`src/rtl/ccd_field_pkg.sv`:
```
package ccd_field_pkg;
  localparam int LINE_W      = 12;
  localparam int SEL_W       = 4;
  localparam int NUM_CP      = 6;
  localparam int NUM_REG     = NUM_CP + 1;
  localparam int NUM_SEQ     = 10;
  localparam int NUM_GATE    = 5;
  localparam int PAT_W       = 2;
  localparam int NUM_FIELDS  = 6;
  localparam int FIELD_IDX_W = $clog2(NUM_FIELDS);
  localparam int REG_IDX_W   = $clog2(NUM_REG);

  typedef struct packed {
    logic [NUM_CP-1:0][LINE_W-1:0]  cp;
    logic [NUM_REG-1:0][SEL_W-1:0]  seqsel;
    logic [NUM_REG-1:0]             sweep;
    logic [NUM_REG-1:0]             multi;
    logic [LINE_W-1:0]              vdlen;
    logic [LINE_W-1:0]              hdlast;
    logic [SEL_W-1:0]               vpat2;
    logic [NUM_GATE-1:0]            gmask;
    logic [NUM_GATE*PAT_W-1:0]      gpat;
    logic [LINE_W-1:0]              gline1;
    logic [LINE_W-1:0]              gline2;
    logic                           gline2_en;
  } field_cfg_t;

  function automatic field_cfg_t cfg_reset_value();
    field_cfg_t c;
    c       = '0;
    c.cp    = '1;
    c.gmask = '1;
    return c;
  endfunction
endpackage

```
`src/rtl/ccd_field_bank.sv`:
```
module ccd_field_bank
  import ccd_field_pkg::*;
(
  input  logic                   clk,
  input  logic                   rst_n,
  input  logic                   wr_en,
  input  logic [FIELD_IDX_W-1:0] wr_idx,
  input  field_cfg_t             wr_cfg,
  input  logic                   load,
  input  logic [FIELD_IDX_W-1:0] load_idx,
  output field_cfg_t             active_cfg
);
  field_cfg_t bank_q [NUM_FIELDS];
  field_cfg_t active_q, active_d;
  logic [FIELD_IDX_W-1:0] load_sel;

  for (genvar f = 0; f < NUM_FIELDS; f++) begin : g_entry
    logic       ent_we;
    field_cfg_t ent_d;
    always_comb begin
      ent_we = wr_en && (wr_idx == FIELD_IDX_W'(f));
      ent_d  = ent_we ? wr_cfg : bank_q[f];
    end
    always_ff @(posedge clk or negedge rst_n) begin
      if (!rst_n) bank_q[f] <= cfg_reset_value();
      else        bank_q[f] <= ent_d;
    end
  end

  always_comb begin
    load_sel = (int'(load_idx) < NUM_FIELDS) ? load_idx : '0;
    active_d = load ? bank_q[load_sel] : active_q;
  end

  always_ff @(posedge clk or negedge rst_n) begin
    if (!rst_n) active_q <= cfg_reset_value();
    else        active_q <= active_d;
  end

  assign active_cfg = active_q;

  AST_SHADOW_HOLD: assert property (@(posedge clk) disable iff (!rst_n)
    !load |=> $stable(active_q));
endmodule

```
`src/rtl/ccd_line_counter.sv`:
```
module ccd_line_counter #(
  parameter int LINE_W = 12
) (
  input  logic              clk,
  input  logic              rst_n,
  input  logic              field_start,
  input  logic              line_start,
  output logic [LINE_W-1:0] line_q
);
  localparam logic [LINE_W-1:0] LINE_MAX = '1;
  logic [LINE_W-1:0] line_d;
  logic              step_en;

  always_comb begin
    step_en = line_start && (line_q != LINE_MAX);
    if (field_start)  line_d = '0;
    else if (step_en) line_d = line_q + 1'b1;
    else              line_d = line_q;
  end

  always_ff @(posedge clk or negedge rst_n) begin
    if (!rst_n) line_q <= '0;
    else        line_q <= line_d;
  end

  AST_LINE_CLEAR: assert property (@(posedge clk) disable iff (!rst_n)
    field_start |=> (line_q == '0));
  AST_LINE_STEP: assert property (@(posedge clk) disable iff (!rst_n)
    (line_start && !field_start && line_q != LINE_MAX) |=> (line_q == $past(line_q) + 1'b1));
  AST_LINE_SAT: assert property (@(posedge clk) disable iff (!rst_n)
    (!field_start && line_q == LINE_MAX) |=> (line_q == LINE_MAX));
endmodule

```
`src/rtl/ccd_region_decode.sv`:
```
module ccd_region_decode
  import ccd_field_pkg::*;
(
  input  logic [LINE_W-1:0]             line,
  input  logic [NUM_CP-1:0][LINE_W-1:0] cp,
  output logic [REG_IDX_W-1:0]          region
);
  logic [NUM_CP-1:0] hit;

  for (genvar k = 0; k < NUM_CP; k++) begin : g_cmp
    assign hit[k] = (cp[k] <= line);
  end

  always_comb begin
    region = '0;
    for (int k = 0; k < NUM_CP; k++) begin
      if (hit[k]) region = region + 1'b1;
    end
  end
endmodule

```
`src/rtl/ccd_field_seq.sv`:
```
module ccd_field_seq
  import ccd_field_pkg::*;
(
  input  logic                          clk,
  input  logic                          rst_n,
  input  logic                          field_start,
  input  logic                          line_start,
  input  logic [FIELD_IDX_W-1:0]        field_sel,
  input  logic                          wr_en,
  input  logic [FIELD_IDX_W-1:0]        wr_field,
  input  logic [NUM_CP*LINE_W-1:0]      wr_cp,
  input  logic [NUM_REG*SEL_W-1:0]      wr_seqsel,
  input  logic [NUM_REG-1:0]            wr_sweep,
  input  logic [NUM_REG-1:0]            wr_multi,
  input  logic [LINE_W-1:0]             wr_vdlen,
  input  logic [LINE_W-1:0]             wr_hdlast,
  input  logic [SEL_W-1:0]              wr_vpat2,
  input  logic [NUM_GATE-1:0]           wr_gmask,
  input  logic [NUM_GATE*PAT_W-1:0]     wr_gpat,
  input  logic [LINE_W-1:0]             wr_gline1,
  input  logic [LINE_W-1:0]             wr_gline2,
  input  logic                          wr_gline2_en,
  input  logic                          seq_we,
  input  logic [SEL_W-1:0]              seq_addr,
  input  logic [LINE_W-1:0]             seq_len,
  output logic [LINE_W-1:0]             line_idx,
  output logic [REG_IDX_W-1:0]          region_idx,
  output logic [SEL_W-1:0]              seq_num,
  output logic                          sweep_en,
  output logic                          multi_en,
  output logic [LINE_W-1:0]             line_len,
  output logic                          gate_line,
  output logic [NUM_GATE-1:0]           gate_en,
  output logic [NUM_GATE*PAT_W-1:0]     gate_pat,
  output logic [SEL_W-1:0]              vpat2_grp,
  output logic                          vpat2_act
);
  // Asynchronous assertion, synchronous release.
  logic [1:0] rst_pipe_q;
  logic       rst_int_n;
  always_ff @(posedge clk or negedge rst_n) begin
    if (!rst_n) rst_pipe_q <= '0;
    else        rst_pipe_q <= {rst_pipe_q[0], 1'b1};
  end
  assign rst_int_n = rst_pipe_q[1];

  field_cfg_t wr_cfg, act;
  always_comb begin
    wr_cfg.cp        = wr_cp;
    wr_cfg.seqsel    = wr_seqsel;
    wr_cfg.sweep     = wr_sweep;
    wr_cfg.multi     = wr_multi;
    wr_cfg.vdlen     = wr_vdlen;
    wr_cfg.hdlast    = wr_hdlast;
    wr_cfg.vpat2     = wr_vpat2;
    wr_cfg.gmask     = wr_gmask;
    wr_cfg.gpat      = wr_gpat;
    wr_cfg.gline1    = wr_gline1;
    wr_cfg.gline2    = wr_gline2;
    wr_cfg.gline2_en = wr_gline2_en;
  end

  ccd_field_bank u_bank (
    .clk        (clk),
    .rst_n      (rst_int_n),
    .wr_en      (wr_en),
    .wr_idx     (wr_field),
    .wr_cfg     (wr_cfg),
    .load       (field_start),
    .load_idx   (field_sel),
    .active_cfg (act)
  );

  logic [LINE_W-1:0] line_q;
  ccd_line_counter #(.LINE_W(LINE_W)) u_lines (
    .clk         (clk),
    .rst_n       (rst_int_n),
    .field_start (field_start),
    .line_start  (line_start),
    .line_q      (line_q)
  );

  logic [REG_IDX_W-1:0] region;
  ccd_region_decode u_region (
    .line   (line_q),
    .cp     (act.cp),
    .region (region)
  );

  // Per-sequence line length table, written live.
  logic [LINE_W-1:0] len_q [NUM_SEQ];
  for (genvar s = 0; s < NUM_SEQ; s++) begin : g_len
    logic              len_we;
    logic [LINE_W-1:0] len_d;
    always_comb begin
      len_we = seq_we && (seq_addr == SEL_W'(s));
      len_d  = len_we ? seq_len : len_q[s];
    end
    always_ff @(posedge clk or negedge rst_int_n) begin
      if (!rst_int_n) len_q[s] <= '0;
      else            len_q[s] <= len_d;
    end
  end

  logic [REG_IDX_W-1:0] reg_sel;
  logic [SEL_W-1:0]     sel_raw;
  logic                 last_line;
  logic                 hit1, hit2;

  always_comb begin
    reg_sel    = (int'(region) < NUM_REG) ? region : '0;
    sel_raw    = act.seqsel[reg_sel];
    seq_num    = (int'(sel_raw) < NUM_SEQ) ? sel_raw : '0;
    sweep_en   = act.sweep[reg_sel];
    multi_en   = act.multi[reg_sel];
    last_line  = (({1'b0, line_q} + 1'b1) == {1'b0, act.vdlen});
    line_len   = last_line ? act.hdlast : len_q[seq_num];
    hit1       = (line_q == act.gline1);
    hit2       = act.gline2_en && (line_q == act.gline2);
    gate_line  = hit1 || hit2;
    gate_en    = gate_line ? ~act.gmask : '0;
    gate_pat   = act.gpat;
    vpat2_grp  = (int'(act.vpat2) < NUM_SEQ) ? act.vpat2 : '0;
    vpat2_act  = gate_line;
    line_idx   = line_q;
    region_idx = region;
  end

  AST_SEQ_VALID: assert property (@(posedge clk) disable iff (!rst_int_n)
    int'(seq_num) < NUM_SEQ);
  AST_GATE_MASKED: assert property (@(posedge clk) disable iff (!rst_int_n)
    (gate_en & act.gmask) == '0);
  AST_GATE_IDLE: assert property (@(posedge clk) disable iff (!rst_int_n)
    !gate_line |-> (gate_en == '0));
  AST_REGION_MONO: assert property (@(posedge clk) disable iff (!rst_int_n)
    (line_start && !field_start) |=> (region >= $past(region)));
endmodule

```
`config.mk`:
```
export PLATFORM = sky130hd
export DESIGN_NAME = ccd_field_seq
export DESIGN_NICKNAME = d
export VERILOG_FILES = /design/src/rtl/ccd_field_pkg.sv /design/src/rtl/ccd_field_bank.sv /design/src/rtl/ccd_line_counter.sv /design/src/rtl/ccd_region_decode.sv /design/src/rtl/ccd_field_seq.sv
export SDC_FILE = /design/constraint.sdc
export NUM_CORES = 2
export LEC_CHECK = 0
export ABC_AREA = 1
export CAP_MARGIN = 10
export CORE_ASPECT_RATIO = 1.4
export CORE_MARGIN = 2
export CORE_UTILIZATION = 50
export CTS_CLUSTER_DIAMETER = 120
export DETAILED_ROUTE_END_ITERATION = 12
export MAX_ROUTING_LAYER = met4
export PLACE_DENSITY = 0.68
export SYNTH_ARGS = -nofsm -noshare
export SYNTH_HDL_FRONTEND = slang
export SYNTH_HIERARCHICAL = 1
export SYNTH_SLANG_ARGS = --single-unit
```
`constraint.sdc`:
```
create_clock -name clk -period 53.8 [get_ports clk]
set_clock_uncertainty 0.1 [all_clocks]
set_input_delay 16.14 -clock clk [delete_from_list [all_inputs] [get_ports clk]]
set_output_delay 16.14 -clock clk [all_outputs]
set_load 0.005 [all_outputs]
```
==> impl_metrics.ini <==
[route]
drc = 0
viasPerCell = 5.52
drtAntennaViolNets = 0
maxUsedRoutingLayer = met4
detailroute.via_count = 57357
wl_met1_mm = 88.5
wire_per_inst_um = 19.3
detail_route.wirelength_mm = 200
met3_length_mm = 11.5
drt_iter0_drc = 5434
first_pass_iters = 6
wl_met2_mm = 94.5

[critical_path]
cp_num_buf_inv = 9
start_kind = register
cp_slowest_stage_delay_ps = 730
endpoint_kind = output port
cp_slowest_cell = nand2_2
critPathKind = reg -> out
crit_required_ps = 37560
critPathMaxFanout = 51
critPathArrivalTime_ps = 9670
crit_top_cell = nand2_1
cpLargestDelayFamily = simple AND/OR/NAND/NOR gates

[global_route]
grt_use_total = 0.294
grt_pass1_vias = 55294
antenna_found_initial = 3
overflow = 0
grt_pass1_wl_mm = 319
grt_max_degree = 209

[timing]
tightestPinTransition_ps = 1320
tns_ps = 0
min_period_ps = 25910
rsz0062_at_grt = no
drv_slew = 0
hold_viol = 0
relSlewSlack = 0.121
setup_viol = 0
max_freq_mhz = 38.6
period_share = 0.482

[logic_synthesis]
yosys.area_share.simple = 0.246
synth_fa_ha_area_frac = 0.0144
ys_async_sr_fraction = 1.00
ys_warn_count = 6
synthXorXnorAreaFrac = 0.00407
synth_edf_count = 0
synth-seq-cells = 1408
syn_nets = 8874
ys_seq_area_frac = 0.522
avgSynthCellArea_um2 = 8.01
synth_ff_type = dfrtp_1
netlist_instances = 8585
synth_area_um2 = 68800
muxShareOfSynthArea = 0
ys_types = 52
synth_top_family_by_area = simple AND/OR/NAND/NOR gates
synth_compound_area_frac = 0.123

[placed_design]
place.gp.congestion = 0.923
dpl_cell_area_um2 = 71700
io_buffers = 263
dp_hpwl_mm = 119

[power]
powerDensity_nw_per_um2 = 46.6
ir_drop_mv = 0.0421
leakagePower_nw = 36.8
total_power_mw = 3.57

[min_path]
hold_class = reg -> reg

[finish]
finalNetCount = 8764
utilization = 0.560
final_cell_area_um2 = 76700
syn_to_final_growth_pct = 11.5
drive_gt1_frac = 0.125

[floorplanning]
dieHeight_um = 443
num_rows = 161
die-width_um = 318
core_um2 = 137000
die_area_um2 = 141000
io_pins = 264
start_util = 0.502

[clock_tree]
cts_tree = built
cts_buffers = 145
clkSinkCount = 1408
cts-root-buf = clkbuf_16
clk_path_buf_depth = 3
ctsResizeCount = 0
clk_pin_slew_ps = 70
postCtsSetupBuffers = 0
insertion_delay_ps = 790
cts_hold_buf = 0
h-tree-depth = 4

[run_status]
outcome = finished, final reports clean

[run]
cap_violations = 0
-- sequential cells by signal, summed over array words and instances, names as in the netlist --
register and flops:
rst_pipe_q 2, u_bank/bank_q 1092, len_q 120, u_lines/line_q 12
u_bank/active_cfg 182
-- final cells by class --
| cell class | count | area, um2 |
|---|---|---|
| flip-flops and latches | 1408 | 35900 |
| repair buffers | 335 | 3250 |
| diodes | 3 | 7.51 |
| clock inverters | 39 | 513 |
| clock buffers | 225 | 4490 |
| multi-input cells | 5660 | 26800 |
| fillers | 12652 | 60300 |
| well taps | 1793 | 2240 |
| inverters | 925 | 3500 |
-- metrics by stage --
stage | instances | setup WS [ps] | hold slack [ps]
after floorplan | 8585 | 12490 | 231
after global placement | 10121 | 29050 | 234
after detailed placement | 10121 | 28800 | 236
after CTS | 10385 | 27890 | 249
after global routing | 10388 | 27010 | 254
final | 10388 | 27890 | 247
-- synth_stat cells (all sizes together) (2+ instances only) --
library cell / number / area [um2]
a21o: 2 / 15.0
a21oi: 408 / 2070
a31oi: 2 / 12.5
and2: 3 / 18.8
buf: 346 / 1800
clkbuf: 246 / 926
dfrtp: 869 / 21700
dfstp: 539 / 14200
ha: 79 / 988
inv: 924 / 3470
nand2: 2254 / 8530
nand3: 1238 / 6230
nand3b: 32 / 240
nand4: 15 / 100
nor2: 124 / 526
nor3: 10 / 55.1
nor4: 3 / 18.8
o2111ai: 2 / 17.5
o211ai: 3 / 22.5
o21a: 2 / 15.0
o21ai: 1244 / 6230
o21bai: 6 / 56.3
o22ai: 4 / 25.0
o32ai: 2 / 17.5
or2: 189 / 1180
xnor2: 8 / 70.1
xor2: 24 / 210
-- placed cells by master (no fill, tap or decap), drive strengths merged, types with 2 or more instances in the layout --
cell type,count
xor2,24
clkbuf,225
dfrtp,869
xnor2,8
dfstp,539
ha,79
a21o,2
nor3,10
clkinvlp,2
o21a,2
o21ai,1244
inv,926
diode,3
o21bai,6
nand4,15
clkdlybuf4s50,262
buf,73
nand3,1238
and2,3
bufinv,11
nand3b,32
o22ai,4
o211ai,3
a21oi,408
o2111ai,2
clkinv,25
o32ai,2
nand2,2254
nor2,124
or2,189
a31oi,2
nor4,3
-- metal layers --
metal,vias to the layer above,GRT usage
met5,-,-
met4,0,0.0934
met3,302,0.0432
met2,1788,0.465
met1,27863,0.392
li1,27404,-
-- where the power goes --
part,switching (mW),internal (mW),leakage (nW)
Clock,0.426,0.627,2.47
Sequential,0.106,1.31,16.6
Combinational,0.693,0.414,17.8
-- worst register-to-register path: stages, from the launching register on --
cell	delay, ps
dfrtp_4	950
buf_4	750
buf_4	850
buf_4	890
buf_4	850
-- path summary, 6_finish.rpt --
| kind | startpoint | to | slack [ps] | depth (start not counted) |
|---|---|---|---|---|
| setup / recovery | u_lines/line_q[8] | line_len[11] | 27890 | 40 |
| hold / removal | rst_pipe_q[0] | rst_pipe_q[1] | 250 | 0 |
| setup reg to reg | rst_pipe_q[1] | u_bank/bank_q[941] | 49450 | 4 |
| hold reg to reg | rst_pipe_q[0] | rst_pipe_q[1] | 250 | 0 |
| max in group asynchronous | rst_n | rst_pipe_q[1] | 38030 | 1 |
| min in group asynchronous | rst_pipe_q[1] | u_bank/bank_q[89] | 320 | 0 |
-- cell families after synthesis --
logic type | after synthesis
AND/OR/NAND/NOR | 3871
flip-flops | 1408
other | 1
buffers and inverters | 1517
adder cells (fa/ha/maj) | 79
AO/OA/AOI/OAI | 1677
XOR/XNOR | 32
No activity file was read; power rests on OpenSTA's default activity.
